### src/rtl/cmp_pkg.sv
package cmp_pkg;

    localparam int INSTR_W   = 32;
    localparam int REG_AW    = 4;
    localparam int FLAG_W    = 4;
    localparam int RES_W     = 32;
    localparam logic [REG_AW-1:0] FLAG_DEST = 4'd15;

    // operation field values: {bits 11:8, bits 7:5}
    localparam logic [6:0] OPF_DBL = 7'b0100_101;
    localparam logic [6:0] OPF_INT = 7'b0101_100;

    typedef enum logic [1:0] {
        OPK_NONE = 2'd0,
        OPK_DBL  = 2'd1,
        OPK_INT  = 2'd2
    } op_kind_e;

    typedef enum logic [1:0] {
        ORD_LT = 2'd0,
        ORD_EQ = 2'd1,
        ORD_GT = 2'd2,
        ORD_UN = 2'd3
    } order_e;

    typedef struct packed {
        logic n;
        logic z;
        logic c;
        logic v;
    } nzcv_t;

    typedef struct packed {
        op_kind_e            kind;
        logic [REG_AW-1:0]   src_a;
        logic [REG_AW-1:0]   src_b;
        logic [REG_AW-1:0]   dest;
    } decoded_t;

    // fixed bits shared by both compare encodings
    function automatic logic frame_ok(input logic [INSTR_W-1:0] w);
        return (w[27:24] == 4'b1110) && (w[23:22] == 2'b00) &&
               !w[21] && w[20] && w[4];
    endfunction

    function automatic nzcv_t order_flags(input order_e o);
        nzcv_t f;
        case (o)
            ORD_LT:  f = '{n: 1'b1, z: 1'b0, c: 1'b0, v: 1'b0};
            ORD_EQ:  f = '{n: 1'b0, z: 1'b1, c: 1'b1, v: 1'b0};
            ORD_GT:  f = '{n: 1'b0, z: 1'b0, c: 1'b1, v: 1'b0};
            default: f = '{n: 1'b0, z: 1'b0, c: 1'b1, v: 1'b1};
        endcase
        return f;
    endfunction

endpackage

### src/rtl/cmp_decode.sv
module cmp_decode
    import cmp_pkg::*;
(
    input  logic [INSTR_W-1:0] instr,
    output decoded_t           dec
);
    logic [6:0] opf;

    always_comb begin
        opf       = {instr[11:8], instr[7:5]};
        dec.src_a = instr[19:16];
        dec.src_b = instr[3:0];
        dec.dest  = instr[15:12];
        dec.kind  = OPK_NONE;
        if (frame_ok(instr)) begin
            if (opf == OPF_DBL)      dec.kind = OPK_DBL;
            else if (opf == OPF_INT) dec.kind = OPK_INT;
        end
    end
endmodule

### src/rtl/cmp_int_core.sv
module cmp_int_core
    import cmp_pkg::*;
#(
    parameter int INT_W = 32
) (
    input  logic [INT_W-1:0] a,
    input  logic [INT_W-1:0] b,
    output nzcv_t            flags
);
    logic [INT_W:0] diff;

    always_comb begin
        diff    = {1'b0, a} - {1'b0, b};
        flags.n = diff[INT_W-1];
        flags.z = (a == b);
        flags.c = !diff[INT_W];
        flags.v = (a[INT_W-1] != b[INT_W-1]) && (diff[INT_W-1] != a[INT_W-1]);
    end
endmodule

### src/rtl/cmp_dbl_core.sv
module cmp_dbl_core
    import cmp_pkg::*;
#(
    parameter int EXP_W = 11,
    parameter int MAN_W = 52
) (
    input  logic [EXP_W+MAN_W:0] a,
    input  logic [EXP_W+MAN_W:0] b,
    output nzcv_t                flags
);
    localparam int MAG_W = EXP_W + MAN_W;

    logic [MAG_W-1:0] mag_a, mag_b;
    logic             sgn_a, sgn_b, nan_a, nan_b;
    order_e           ord;

    always_comb begin
        sgn_a = a[MAG_W];
        sgn_b = b[MAG_W];
        mag_a = a[MAG_W-1:0];
        mag_b = b[MAG_W-1:0];
        nan_a = (&mag_a[MAG_W-1:MAN_W]) && (|mag_a[MAN_W-1:0]);
        nan_b = (&mag_b[MAG_W-1:MAN_W]) && (|mag_b[MAN_W-1:0]);
        if (nan_a || nan_b)
            ord = ORD_UN;
        else if ((mag_a == '0 && mag_b == '0) || a == b)
            ord = ORD_EQ;
        else if (sgn_a != sgn_b)
            ord = sgn_a ? ORD_LT : ORD_GT;
        else if (!sgn_a)
            ord = (mag_a < mag_b) ? ORD_LT : ORD_GT;
        else
            ord = (mag_a > mag_b) ? ORD_LT : ORD_GT;
        flags = order_flags(ord);
    end
endmodule

### src/rtl/cmp_flag_unit.sv
module cmp_flag_unit
    import cmp_pkg::*;
#(
    parameter int DATA_W = 64,
    parameter int INT_W  = 32,
    parameter int EXP_W  = 11
) (
    input  logic                clk,
    input  logic                rst,
    input  logic                instr_valid,
    input  logic [INSTR_W-1:0]  instr_word,
    output logic [REG_AW-1:0]   rd_addr_a,
    input  logic [DATA_W-1:0]   rd_data_a,
    output logic [REG_AW-1:0]   rd_addr_b,
    input  logic [DATA_W-1:0]   rd_data_b,
    output logic                reg_we,
    output logic [REG_AW-1:0]   reg_waddr,
    output logic [RES_W-1:0]    reg_wdata,
    output logic                flag_we,
    output logic [FLAG_W-1:0]   flag_nzcv,
    output logic                undef_instr
);
    localparam int MAN_W = DATA_W - EXP_W - 1;

    decoded_t dec;
    nzcv_t    int_flags, dbl_flags, sel_flags;

    cmp_decode u_dec (.instr(instr_word), .dec(dec));

    cmp_int_core #(.INT_W(INT_W)) u_int (
        .a(rd_data_a[INT_W-1:0]), .b(rd_data_b[INT_W-1:0]), .flags(int_flags));

    cmp_dbl_core #(.EXP_W(EXP_W), .MAN_W(MAN_W)) u_dbl (
        .a(rd_data_a), .b(rd_data_b), .flags(dbl_flags));

    assign rd_addr_a = dec.src_a;
    assign rd_addr_b = dec.src_b;
    assign sel_flags = (dec.kind == OPK_INT) ? int_flags : dbl_flags;

    always_ff @(posedge clk) begin
        if (rst) begin
            reg_we      <= 1'b0;
            flag_we     <= 1'b0;
            undef_instr <= 1'b0;
            reg_waddr   <= '0;
            reg_wdata   <= '0;
            flag_nzcv   <= '0;
        end else begin
            reg_we      <= 1'b0;
            flag_we     <= 1'b0;
            undef_instr <= 1'b0;
            if (instr_valid) begin
                if (dec.kind == OPK_NONE) begin
                    undef_instr <= 1'b1;
                end else if (dec.dest == FLAG_DEST) begin
                    flag_we   <= 1'b1;
                    flag_nzcv <= sel_flags;
                end else begin
                    reg_we    <= 1'b1;
                    reg_waddr <= dec.dest;
                    reg_wdata <= {sel_flags, {(RES_W-FLAG_W){1'b0}}};
                end
            end
        end
    end

    assert_single_strobe_R10: assert property (@(posedge clk) disable iff (rst)
        !(reg_we && flag_we));

    assert_outcome_after_valid_R10: assert property (@(posedge clk) disable iff (rst)
        (reg_we || flag_we || undef_instr) |-> $past(instr_valid));

    assert_valid_gets_outcome_R10: assert property (@(posedge clk) disable iff (rst)
        instr_valid |=> (reg_we || flag_we || undef_instr));

    assert_undef_silent_R1: assert property (@(posedge clk) disable iff (rst)
        undef_instr |-> (!reg_we && !flag_we));

    assert_no_dest15_write_R5: assert property (@(posedge clk) disable iff (rst)
        reg_we |-> (reg_waddr != FLAG_DEST));

    assert_low_bits_zero_R4: assert property (@(posedge clk) disable iff (rst)
        reg_we |-> (reg_wdata[RES_W-FLAG_W-1:0] == '0));
endmodule

### config.mk
export PLATFORM = sky130hd
export DESIGN_NAME = cmp_flag_unit
export DESIGN_NICKNAME = d
export VERILOG_FILES = /design/src/rtl/cmp_pkg.sv /design/src/rtl/cmp_decode.sv /design/src/rtl/cmp_int_core.sv /design/src/rtl/cmp_dbl_core.sv /design/src/rtl/cmp_flag_unit.sv
export SDC_FILE = /design/constraint.sdc
export NUM_CORES = 1
export LEC_CHECK = 0
export ABC_CLOCK_PERIOD_IN_PS = 2700
export BUFFER_PORTS_ARGS = -buffer_cell sky130_fd_sc_hd__buf_2
export CORE_MARGIN = 8
export CORE_UTILIZATION = 42
export CTS_BUF_LIST = sky130_fd_sc_hd__clkbuf_16
export CTS_CLUSTER_DIAMETER = 120
export DETAILED_ROUTE_END_ITERATION = 16
export PLACE_DENSITY = 0.82
export SYNTH_ARGS = -nofsm -noshare
export SYNTH_HDL_FRONTEND = slang
export SYNTH_SLANG_ARGS = --single-unit
### constraint.sdc
create_clock -name clk -period 2.7 [get_ports clk]
set_input_delay 0.135 -clock clk [delete_from_list [all_inputs] [get_ports clk]]
set_output_delay 0.135 -clock clk [all_outputs]
set_load 0.005 [all_outputs]
Word level (Yosys, flattened, before mapping)
Cells that the tools add are included.
Word-level totals
  logic and storage cells: 64
  input bits: 163
  output and inout bits: 51
  bits in registers: 15
Cells by class
  reduce and logical (&&, ||, !) cells: 25
  add/subtract/negate cells: 1
  eq/ne operators: 12
  bitwise logic cells: 3
  order comparisons: 2
  muxes and demuxes: 15
Operators by type and width (number)
  $logic_not A63 Y1: 2
  $reduce_or A52 Y1: 2
  $eq A64 B64 Y1: 1
  $gt A63 B63 Y1: 1
  $lt A63 B63 Y1: 1
  $sub A32 B32 Y33: 1
  $eq A32 B32 Y1: 1
  $reduce_and A11 Y1: 2
  $mux W2: 10
  $eq A7 B6 Y1 const B: 2
  $pmux W4 S3: 1
  $eq A4 B4 Y1 const B: 2
  $logic_and A1 B1 Y1: 8
  $logic_not A2 Y1: 3
  $reduce_and A3 Y1: 2
  $eq A2 B2 Y1 const B: 2
  $mux W4: 1
  $mux W1: 3
  $ne A1 B1 Y1: 3
  $not A1 Y1: 3
  $reduce_or A3 Y1: 1
  $eq A2 B1 Y1 const B: 1
  $logic_not A1 Y1: 2
  $logic_or A1 B1 Y1: 2
  $reduce_or A2 Y1: 1

Logic depth before layout (Yosys ltp)
Gate-level depths: netlist of the first run.
  depth after elaboration: 9
  gate-level depth with buffers: 10
  depth with buffers taken out: 10

Hierarchy
Synthesis of the first run repeated with hierarchy kept, for this count alone.
Unflattened totals
  cells, all modules: 529
  area, all modules: 3951.3 um2
Modules (own cells, without submodules)
  cmp_dbl_core: instances 1, area each 2033.2 um2, cells each 292
  cmp_int_core: instances 1, area each 934.6 um2, cells each 128
  cmp_flag_unit: instances 1, area each 812.0 um2, cells each 90
  cmp_decode: instances 1, area each 171.4 um2, cells each 19

Worst setup path after synthesis of the first run
OpenSTA, ideal clock, no wires.
  path type: input to register
  from: input rd_data_b[52]
  to: register flag_nzcv[1]
  required time: 2604 ps
  arrival: 2123 ps
  slack: 482 ps
  stages on the path: 10
  buffers on the path: 0
  library setup time: 96 ps
  path through: inv_1 -> ha_1 -> nand4_2 -> or4_4 -> nor4_4 -> a21oi_1 -> a22oi_2 -> nand3_1 -> o211a_1 -> o41ai_2
On the way
  word-level cells in the longest chain between the ends: 9
  elaborated cells between the ends (all ways): 20
  classes of those cells: order compare (2); eq/ne (3); mux (8); reduce/logical (7)
RTL lines
  start, declared: RTL line cmp_flag_unit.sv:15  | input logic [DATA_W-1:0] rd_data_b,
  $lt A63 B63 Y1 or $gt A63 B63 Y1 (tied branches): RTL line cmp_dbl_core.sv:31, cmp_dbl_core.sv:33
  $mux W2 (on tied branches): RTL line cmp_dbl_core.sv:31, cmp_dbl_core.sv:33
  $mux W2: RTL line cmp_dbl_core.sv:30  | else if (!sgn_a)
  $mux W2: RTL line cmp_dbl_core.sv:28  | else if (sgn_a != sgn_b)
  $mux W2: RTL line cmp_dbl_core.sv:26  | else if ((mag_a == '0 && mag_b == '0) || a == b)
  $mux W2 *: RTL line cmp_dbl_core.sv:24  | if (nan_a || nan_b)
  $eq A2 B2 Y1, or another cell as far along: RTL line cmp_pkg.sv:48  | case (o)
  $pmux W4 S3 *: RTL line cmp_pkg.sv:48
  $mux W4 *: RTL line cmp_flag_unit.sv:38  | assign sel_flags = (dec.kind == OPK_INT) ? int_flags : dbl_flags;
  end signal, assigned: RTL line cmp_flag_unit.sv:57  | flag_nzcv <= sel_flags;
  end, declared: RTL line cmp_flag_unit.sv:20  | output logic [FLAG_W-1:0] flag_nzcv,
Mark *: on every way between the ends. The rest lies on a longest branch, timed or not.
A chain may end at the register's enable or synchronous reset.

Worst setup path after layout of the first run
  from: input rd_data_a[26]
  to: register reg_wdata[28]
On the way
  word-level cells in the longest chain between the ends: 9
  elaborated cells between the ends (all ways): 23
  classes of those cells: add/sub (1); order compare (2); eq/ne (4); mux (8); reduce/logical (8)
RTL lines
  start, declared: RTL line cmp_flag_unit.sv:13  | input logic [DATA_W-1:0] rd_data_a,
  $lt A63 B63 Y1 or $gt A63 B63 Y1 (tied branches): RTL line cmp_dbl_core.sv:31, cmp_dbl_core.sv:33
  $mux W2 (on tied branches): RTL line cmp_dbl_core.sv:31, cmp_dbl_core.sv:33
  $mux W2: RTL line cmp_dbl_core.sv:30
  $mux W2: RTL line cmp_dbl_core.sv:28
  $mux W2: RTL line cmp_dbl_core.sv:26
  $mux W2: RTL line cmp_dbl_core.sv:24
  $eq A2 B2 Y1, or another cell as far along: RTL line cmp_pkg.sv:48
  $pmux W4 S3: RTL line cmp_pkg.sv:48
  $mux W4 *: RTL line cmp_flag_unit.sv:38
  end signal, assigned: RTL line cmp_flag_unit.sv:61  | reg_wdata <= {sel_flags, {(RES_W-FLAG_W){1'b0}}};
  end, declared: RTL line cmp_flag_unit.sv:18  | output logic [RES_W-1:0] reg_wdata,
Marks and branches as above.

==> flow_summary_export.csv, run 1 <==
group,metric,value,unit
outcome,status,"completed",
clock_network,cts_tree,"done",
clock_network,cts_max_path_buffers,2,
synthesis,synth_ff_type,"dfxtp_1",
worst_setup_path,crit_top_cell,"o21ai_0",
route,routedWlPerCell,16.9,um
sta,finalSetupViolCount,0,
clock_network,post_cts_buffers,0,
sta,rsz0062_at_grt,"false",
global_route,grt_pass1_vias,3768,
hold_path,hold_path.class,"in -> reg",
route,via_per_inst,5.39,
cells_and_area,areaGrowthSynthToFinish,29.1,%
synthesis,synthTopCellsByArea,"ha_1 (26%), dfxtp_1 (10%), buf_4 (9.1%)",
synthesis,yosys.area.top_type,"ha_1",
cells_and_area,antenna_cells,0,
synthesis,synth_commonest_cells,"inv_1 (65), ha_1 (63), buf_4 (36), nor4_1 (36), a21oi_1 (28)",
synthesis,synth-seq-cells,15,
synthesis,netlist_area,2980,sq um
power,cellLeakagePower,2.13,nW
cells_and_area,nets,787,
synthesis,yosysMostFrequentCell,"inv_1",
sta,slew_viol_final,0,
cells_and_area,layout-drive-gt1-share,33.6,%
clock_network,clk_pin_slew,50,ps
flow_run,drv_cap,0,
worst_setup_path,end_kind,"flip-flop",
floorplanning,die_area,10000,sq um
sta,finalCritPeriodShare,86.4,%
synthesis,synth_edf_count,0,
floorplanning,die_w,100,um
floorplanning,ios,214,
synthesis,ys_types,50,
route,dr.pass1.iters,7,
worst_setup_path,critPathMaxFanout,3,
worst_setup_path,slowest_delay,530,ps
worst_setup_path,critPathTopFamily,"compound AO/OA/AOI/OAI gates",
clock_network,cts_resized,0,
route,vias,3534,
synthesis,ys_warn_count,0,
worst_setup_path,worstPathRequired,2830,ps
synthesis,synth-async-reset-ratio,0,%
global_route,grt_max_degree,18,
placement,port_buffers,165,
sta,worst_slew_pin_slew,618,ps
synthesis,synthCells,400,
synthesis,avgSynthCellArea,7.45,sq um
worst_setup_path,worstSetupStartpointType,"primary input",
clock_network,cts-root-buf,"clkbuf_16",
floorplanning,rows,30,
global_route,grt_pass1_wl,17700,um
sta,fmax,429,MHz
route,ant_nets,0,
global_route,grt_use_total,21.4,%
sta,setup_tns,0,ps
synthesis,seq_area_frac_synth,10.1,%
clock_network,htreeDepth,1,
global_route,antenna_found_initial,0,
sta,period_minus_slack,2330,ps
worst_setup_path,path_buf_inv,1,
power,ir_drop,0.179,mV
worst_setup_path,path_cells,"buf_2 -> ha_1 -> a21oi_1 -> o21ai_0 -> a221oi_1 -> nand3_1 -> a31oi_1 -> xor2_1 -> o21ai_0 -> a31o_2",
clock_network,cts_sinks,15,
placement,gp_congestion,0.865,
clock_network,postCtsHoldBufs,0,
route,drt_iter0_drc,93,
sta,fin_skew,0,ps
sta,finalHoldViolCount,0,
worst_setup_path,cp_slowest_cell,"a221oi_1",
floorplanning,die_y,100,um
route,drc,0,
worst_setup_path,path_class,"in -> reg",
sta,slew_headroom,58.7,%
clock_network,cts_made_buffers,3,
power,p_per_area,245,nW/um^2
synthesis,synth.top_cell.area_share,26.4,%
floorplanning,core_area,6830,sq um
clock_network,clk_latency,240,ps
worst_setup_path,cp_data_arrival_time,2460,ps
placement,hpwl,10200,um
route,routed_wl,11100,um
sta,hold_slack,173,ps
global_route,grt_overflow,0,
floorplanning,initial_utilization,43.6,%
-- kinds of logic (layout without fill, tap and decap cells) --
family,count (synthesis),after routing,share of synthesized area [%]
AO/OA/AOI/OAI,70,70,15.8
XOR/XNOR,4,4,1.18
adder cells (fa/ha/maj),63,63,26.4
buffers and inverters,104,237,17.6
flip-flops,15,15,10.1
other,1,28,0.126
AND/OR/NAND/NOR,143,143,28.8
-- final cells by class --
type	count	area (sq um)
multi-input combinational	308	2260
timing repair buffer	168	848
sequential	15	300
clock buffer	3	75.1
inverter	65	244
clock inverter	1	5.00
fill	702	2980
tap	96	120
-- final timing paths --
kind | cells after the start | slack [ps] | startpoint | to
worst max register to register | 2 | 1920 | reg_wdata[28] | reg_wdata[28]
worst min-delay path | 3 | 170 | instr_word[12] | reg_waddr[0]
worst max-delay path | 10 | 370 | rd_data_a[26] | reg_wdata[28]
worst min register to register | 2 | 500 | reg_waddr[2] | reg_waddr[2]
-- layout by cell type (no fill, tap or decap), types with 2 or more instances in the layout --
master     count
buf_4          3
buf_2        165
nand4_1       20
a211oi_1       4
nand3b_1       3
nor3_1         4
nand2_1       18
inv_1         65
nor2_1        20
o21a_1         4
a221o_1        2
o41ai_2        2
a31oi_1        3
nor4_2         3
o211ai_1       3
nor2b_1        2
and3_1         3
a21oi_1       28
o21ai_0        9
nor3b_1        4
conb_1        28
ha_1          63
nor4_1        36
clkbuf_16      3
and4_1         3
nand3_1       15
dfxtp_1       15
xor2_1         2
xnor2_1        2
a31o_2         2
a21o_1         5
-- flip-flops by register name, summed over array words and instances, names as in the netlist --
signal,flops
flag_nzcv,4
flag_we,1
reg_waddr,4
reg_wdata,4
reg_we,1
undef_instr,1
-- routing by layer --
layer / global-route usage [%] / vias up / part of all wire, %
met1: 23.3 / 1581 / 40
met5: 0 / - / 0
met4: 6.16 / 0 / 2.1
li1: - / 1733 / -
met3: 5.81 / 26 / 10
met2: 39.1 / 194 / 48
-- tightest hold or removal path: stages --
cell    delay (ps)
buf_2           90
nor2_1          40
nor3_1         110
-- report_power, final --
part           internal (mW)  leakage [nW]  switching (mW)
logic                  0.198          1.97           0.235
clock network          0.198        0.0409          0.0888
registers              0.223         0.121        0.000190
-- stage by stage --
| stage | instance area, sq um | instances | setup WS [ps] | util, % | total power, mW |
|---|---|---|---|---|---|
| 2_1_floorplan | 3080 | 427 | 482 | - | 0.484 |
| 3_3_place_gp | 3770 | 652 | 205 | 55.2 | 0.638 |
| 3_5_place_dp | 3770 | 652 | 150 | 55.2 | 0.653 |
| 4_1_cts | 3850 | 656 | 402 | 56.3 | 0.938 |
| 5_1_grt | 3850 | 656 | 221 | 56.3 | 1.01 |
| 6_report | 3850 | 656 | 367 | 56.3 | 0.942 |
Power figures use the tool's default switching activity.
==> run 2: changes to the inputs <==
--- a/config.mk
+++ b/config.mk
@@ -5,14 +5,15 @@
 export SDC_FILE = /design/constraint.sdc
 export NUM_CORES = 1
 export LEC_CHECK = 0
-export ABC_CLOCK_PERIOD_IN_PS = 2700
+export ABC_CLOCK_PERIOD_IN_PS = 3000
 export BUFFER_PORTS_ARGS = -buffer_cell sky130_fd_sc_hd__buf_2
 export CORE_MARGIN = 8
-export CORE_UTILIZATION = 42
+export CORE_UTILIZATION = 45
 export CTS_BUF_LIST = sky130_fd_sc_hd__clkbuf_16
 export CTS_CLUSTER_DIAMETER = 120
 export DETAILED_ROUTE_END_ITERATION = 16
-export PLACE_DENSITY = 0.82
+export PLACE_DENSITY = 0.95
+export REMOVE_ABC_BUFFERS = 1
 export SYNTH_ARGS = -nofsm -noshare
 export SYNTH_HDL_FRONTEND = slang
 export SYNTH_SLANG_ARGS = --single-unit
==> constraint.sdc (replaced) <==
create_clock -name clk -period 3 [get_ports clk]
set_input_delay 0.15 -clock clk [delete_from_list [all_inputs] [get_ports clk]]
set_output_delay 0.15 -clock clk [all_outputs]
set_load 0.005 [all_outputs]
==> run 2 against run 1 <==
Compared with the run above:
- utilization up 3.3 points
- wire length down 3.4%
- flip-flop and latch count unchanged
- count of clock-buffer cells in the layout unchanged
- sequential power down 9.9%
- first-iteration DRC count up 20%
- worst hold slack better by 10 ps
- worst setup slack better by 240 ps
- sequential share of layout area up 0.082 points
- total power down 11%
- combinational power down 11%
==> flow_summary_export.csv, run 2 (same netlist as run 1, synthesis figures left out) <==
group,metric,value,unit
sta,fin_skew,0,ps
global_route,grt_overflow,0,
placement,hpwl,9800,um
sta,slew_headroom,55.8,%
power,p_int,0.553,mW
worst_setup_path,regToRegStartpoint,"reg_wdata[28]",
worst_setup_path,worstSetupStartpointType,"primary input",
route,routedWlPerCell,16.9,um
global_route,antenna_found_initial,0,
route,dr.pass1.iters,4,
worst_setup_path,cp-endpoint,"reg_wdata[29]",
cells_and_area,areaGrowthSynthToFinish,27.8,%
clock_network,clk_pin_slew,50,ps
cells_and_area,layout-drive-gt1-share,33.2,%
route,via_per_inst,5.60,
placement,dp_slack,335,ps
power,switchingPower,0.284,mW
sta,setup_tns,0,ps
cells_and_area,multiInputGateArea,2260,sq um
power,seqPwrFrac,24.0,%
clock_network,cts_made_buffers,3,
cells_and_area,mostFrequentLayoutCells,"buf_2 (165), inv_1 (66), ha_1 (63), nor4_1 (36)",
outcome,status,"completed",
worst_setup_path,worstPathRequired,3110,ps
worst_setup_path,path_class,"in -> reg",
global_route,grt_pass1_wl,17300,um
floorplanning,ios,214,
clock_network,htreeDepth,1,
floorplanning,initial_utilization,46.7,%
clock_network,cts_max_path_buffers,2,
worst_setup_path,ff2ff_path_depth,2,
worst_setup_path,critPathMaxFanout,4,
cells_and_area,largest_registers,"flag_nzcv x4, reg_waddr x4, reg_wdata x4",
placement,gp_congestion,0.922,
flow_run,drv_cap,0,
floorplanning,die_w,97.4,um
route,routed_wl,10700,um
hold_path,hold_path.class,"in -> reg",
cells_and_area,fin_util,59.6,%
worst_setup_path,cp_data_arrival_time,2500,ps
cells_and_area,regArea,300,sq um
cells_and_area,nets,785,
sta,rsz0062_at_grt,"false",
power,p_clk_share,30.1,%
clock_network,cts_resized,0,
route,vias,3559,
cells_and_area,final_common_cell,"buf_2",
hold_path,worstHoldPathCells,3,
placement,placed_cell_area,3730,sq um
route,drt_iter0_drc,112,
clock_network,postCtsHoldBufs,0,
route,ant_nets,0,
clock_network,cts_sinks,15,
power,combPwrFrac,45.9,%
cells_and_area,fin_area,3810,sq um
sta,slew_viol_final,0,
global_route,grt_max_degree,18,
power,p_sw_share,33.9,%
global_route,grt_use_total,21.3,%
worst_setup_path,r2r-end,"reg_wdata[28]",
clock_network,clk_latency,240,ps
route,drc,0,
clock_network,cts_tree,"done",
sta,finalCritPeriodShare,79.8,%
sta,finalSetupViolCount,0,
power,design_power_total,0.837,mW
sta,fmax,418,MHz
worst_setup_path,startpoint,"rd_data_b[46]",
sta,fin_ws,606,ps
worst_setup_path,r2r_setup_slack,2250,ps
power,p_per_area,220,nW/um^2
floorplanning,core_area,6390,sq um
power,cellLeakagePower,2.12,nW
placement,port_buffers,165,
sta,finalHoldViolCount,0,
global_route,grt_pass1_vias,3770,
sta,period_minus_slack,2390,ps
power,ir_drop,0.293,mV
clock_network,cts-root-buf,"clkbuf_16",
floorplanning,die_y,97.4,um
sta,worst_slew_pin_slew,654,ps
cells_and_area,fillCellCount,610,
floorplanning,die_area,9480,sq um
cells_and_area,antenna_cells,0,
clock_network,post_cts_buffers,0,
floorplanning,rows,29,
worst_setup_path,end_kind,"flip-flop",
run 2: final cells by class:
| class | count | area share (%) |
|---|---|---|
| Clock buffer | 3 | 1.97 |
| Clock inverter | 1 | 0.0986 |
| Inverter | 65 | 6.41 |
| Multi-Input combinational cell | 308 | 59.2 |
| Sequential cell | 15 | 7.88 |
| Tap cell | 77 | 2.53 |
| Timing Repair Buffer | 166 | 21.9 |
run 2: metal layers:
metal	GRT usage (%)	vias to the layer above	wire, um	share of wire [%]
met5	0	-	0	0
met3	6.54	29	1040	9.7
met4	7.93	0	346	3.2
li1	-	1736	-	-
met1	23.5	1569	4230	39
met2	37.2	225	5110	48
run 2: worst min path at each step:
stage | start | end | slack [ps]
2_1_floorplan | rst | reg_wdata[31] | 220
3_3_place_gp | instr_word[0] | rd_addr_b[0] | 300
3_5_place_dp | instr_word[0] | rd_addr_b[0] | 300
4_1_cts | instr_word[15] | reg_waddr[3] | 190
5_1_grt | instr_word[13] | reg_waddr[1] | 210
6_report | instr_word[15] | reg_waddr[3] | 180
run 2: power groups by stage:
stage                     Clock, mW  Sequential (mW)  Combinational (mW)
after global routing          0.272            0.200               0.435
final                         0.252            0.201               0.385
after global placement            0            0.204               0.365
after CTS                     0.255            0.201               0.381
after floorplan                   0            0.205               0.193
after detailed placement          0            0.204               0.378
run 2: metrics by stage:
stage	hold slack, ps	cells
after floorplan	218	388
after global placement	300	631
after detailed placement	300	631
after CTS	190	635
after global routing	214	635
final	183	635
run 2: worst max-delay path, cell delays in order:
cell and delay, ps:
buf_2 100, nor4_1 460, nand4_1 190, nor4_2 480, nor4_1 130, or3_4 440
nor3_2 200, o211a_1 250, o41ai_2 100
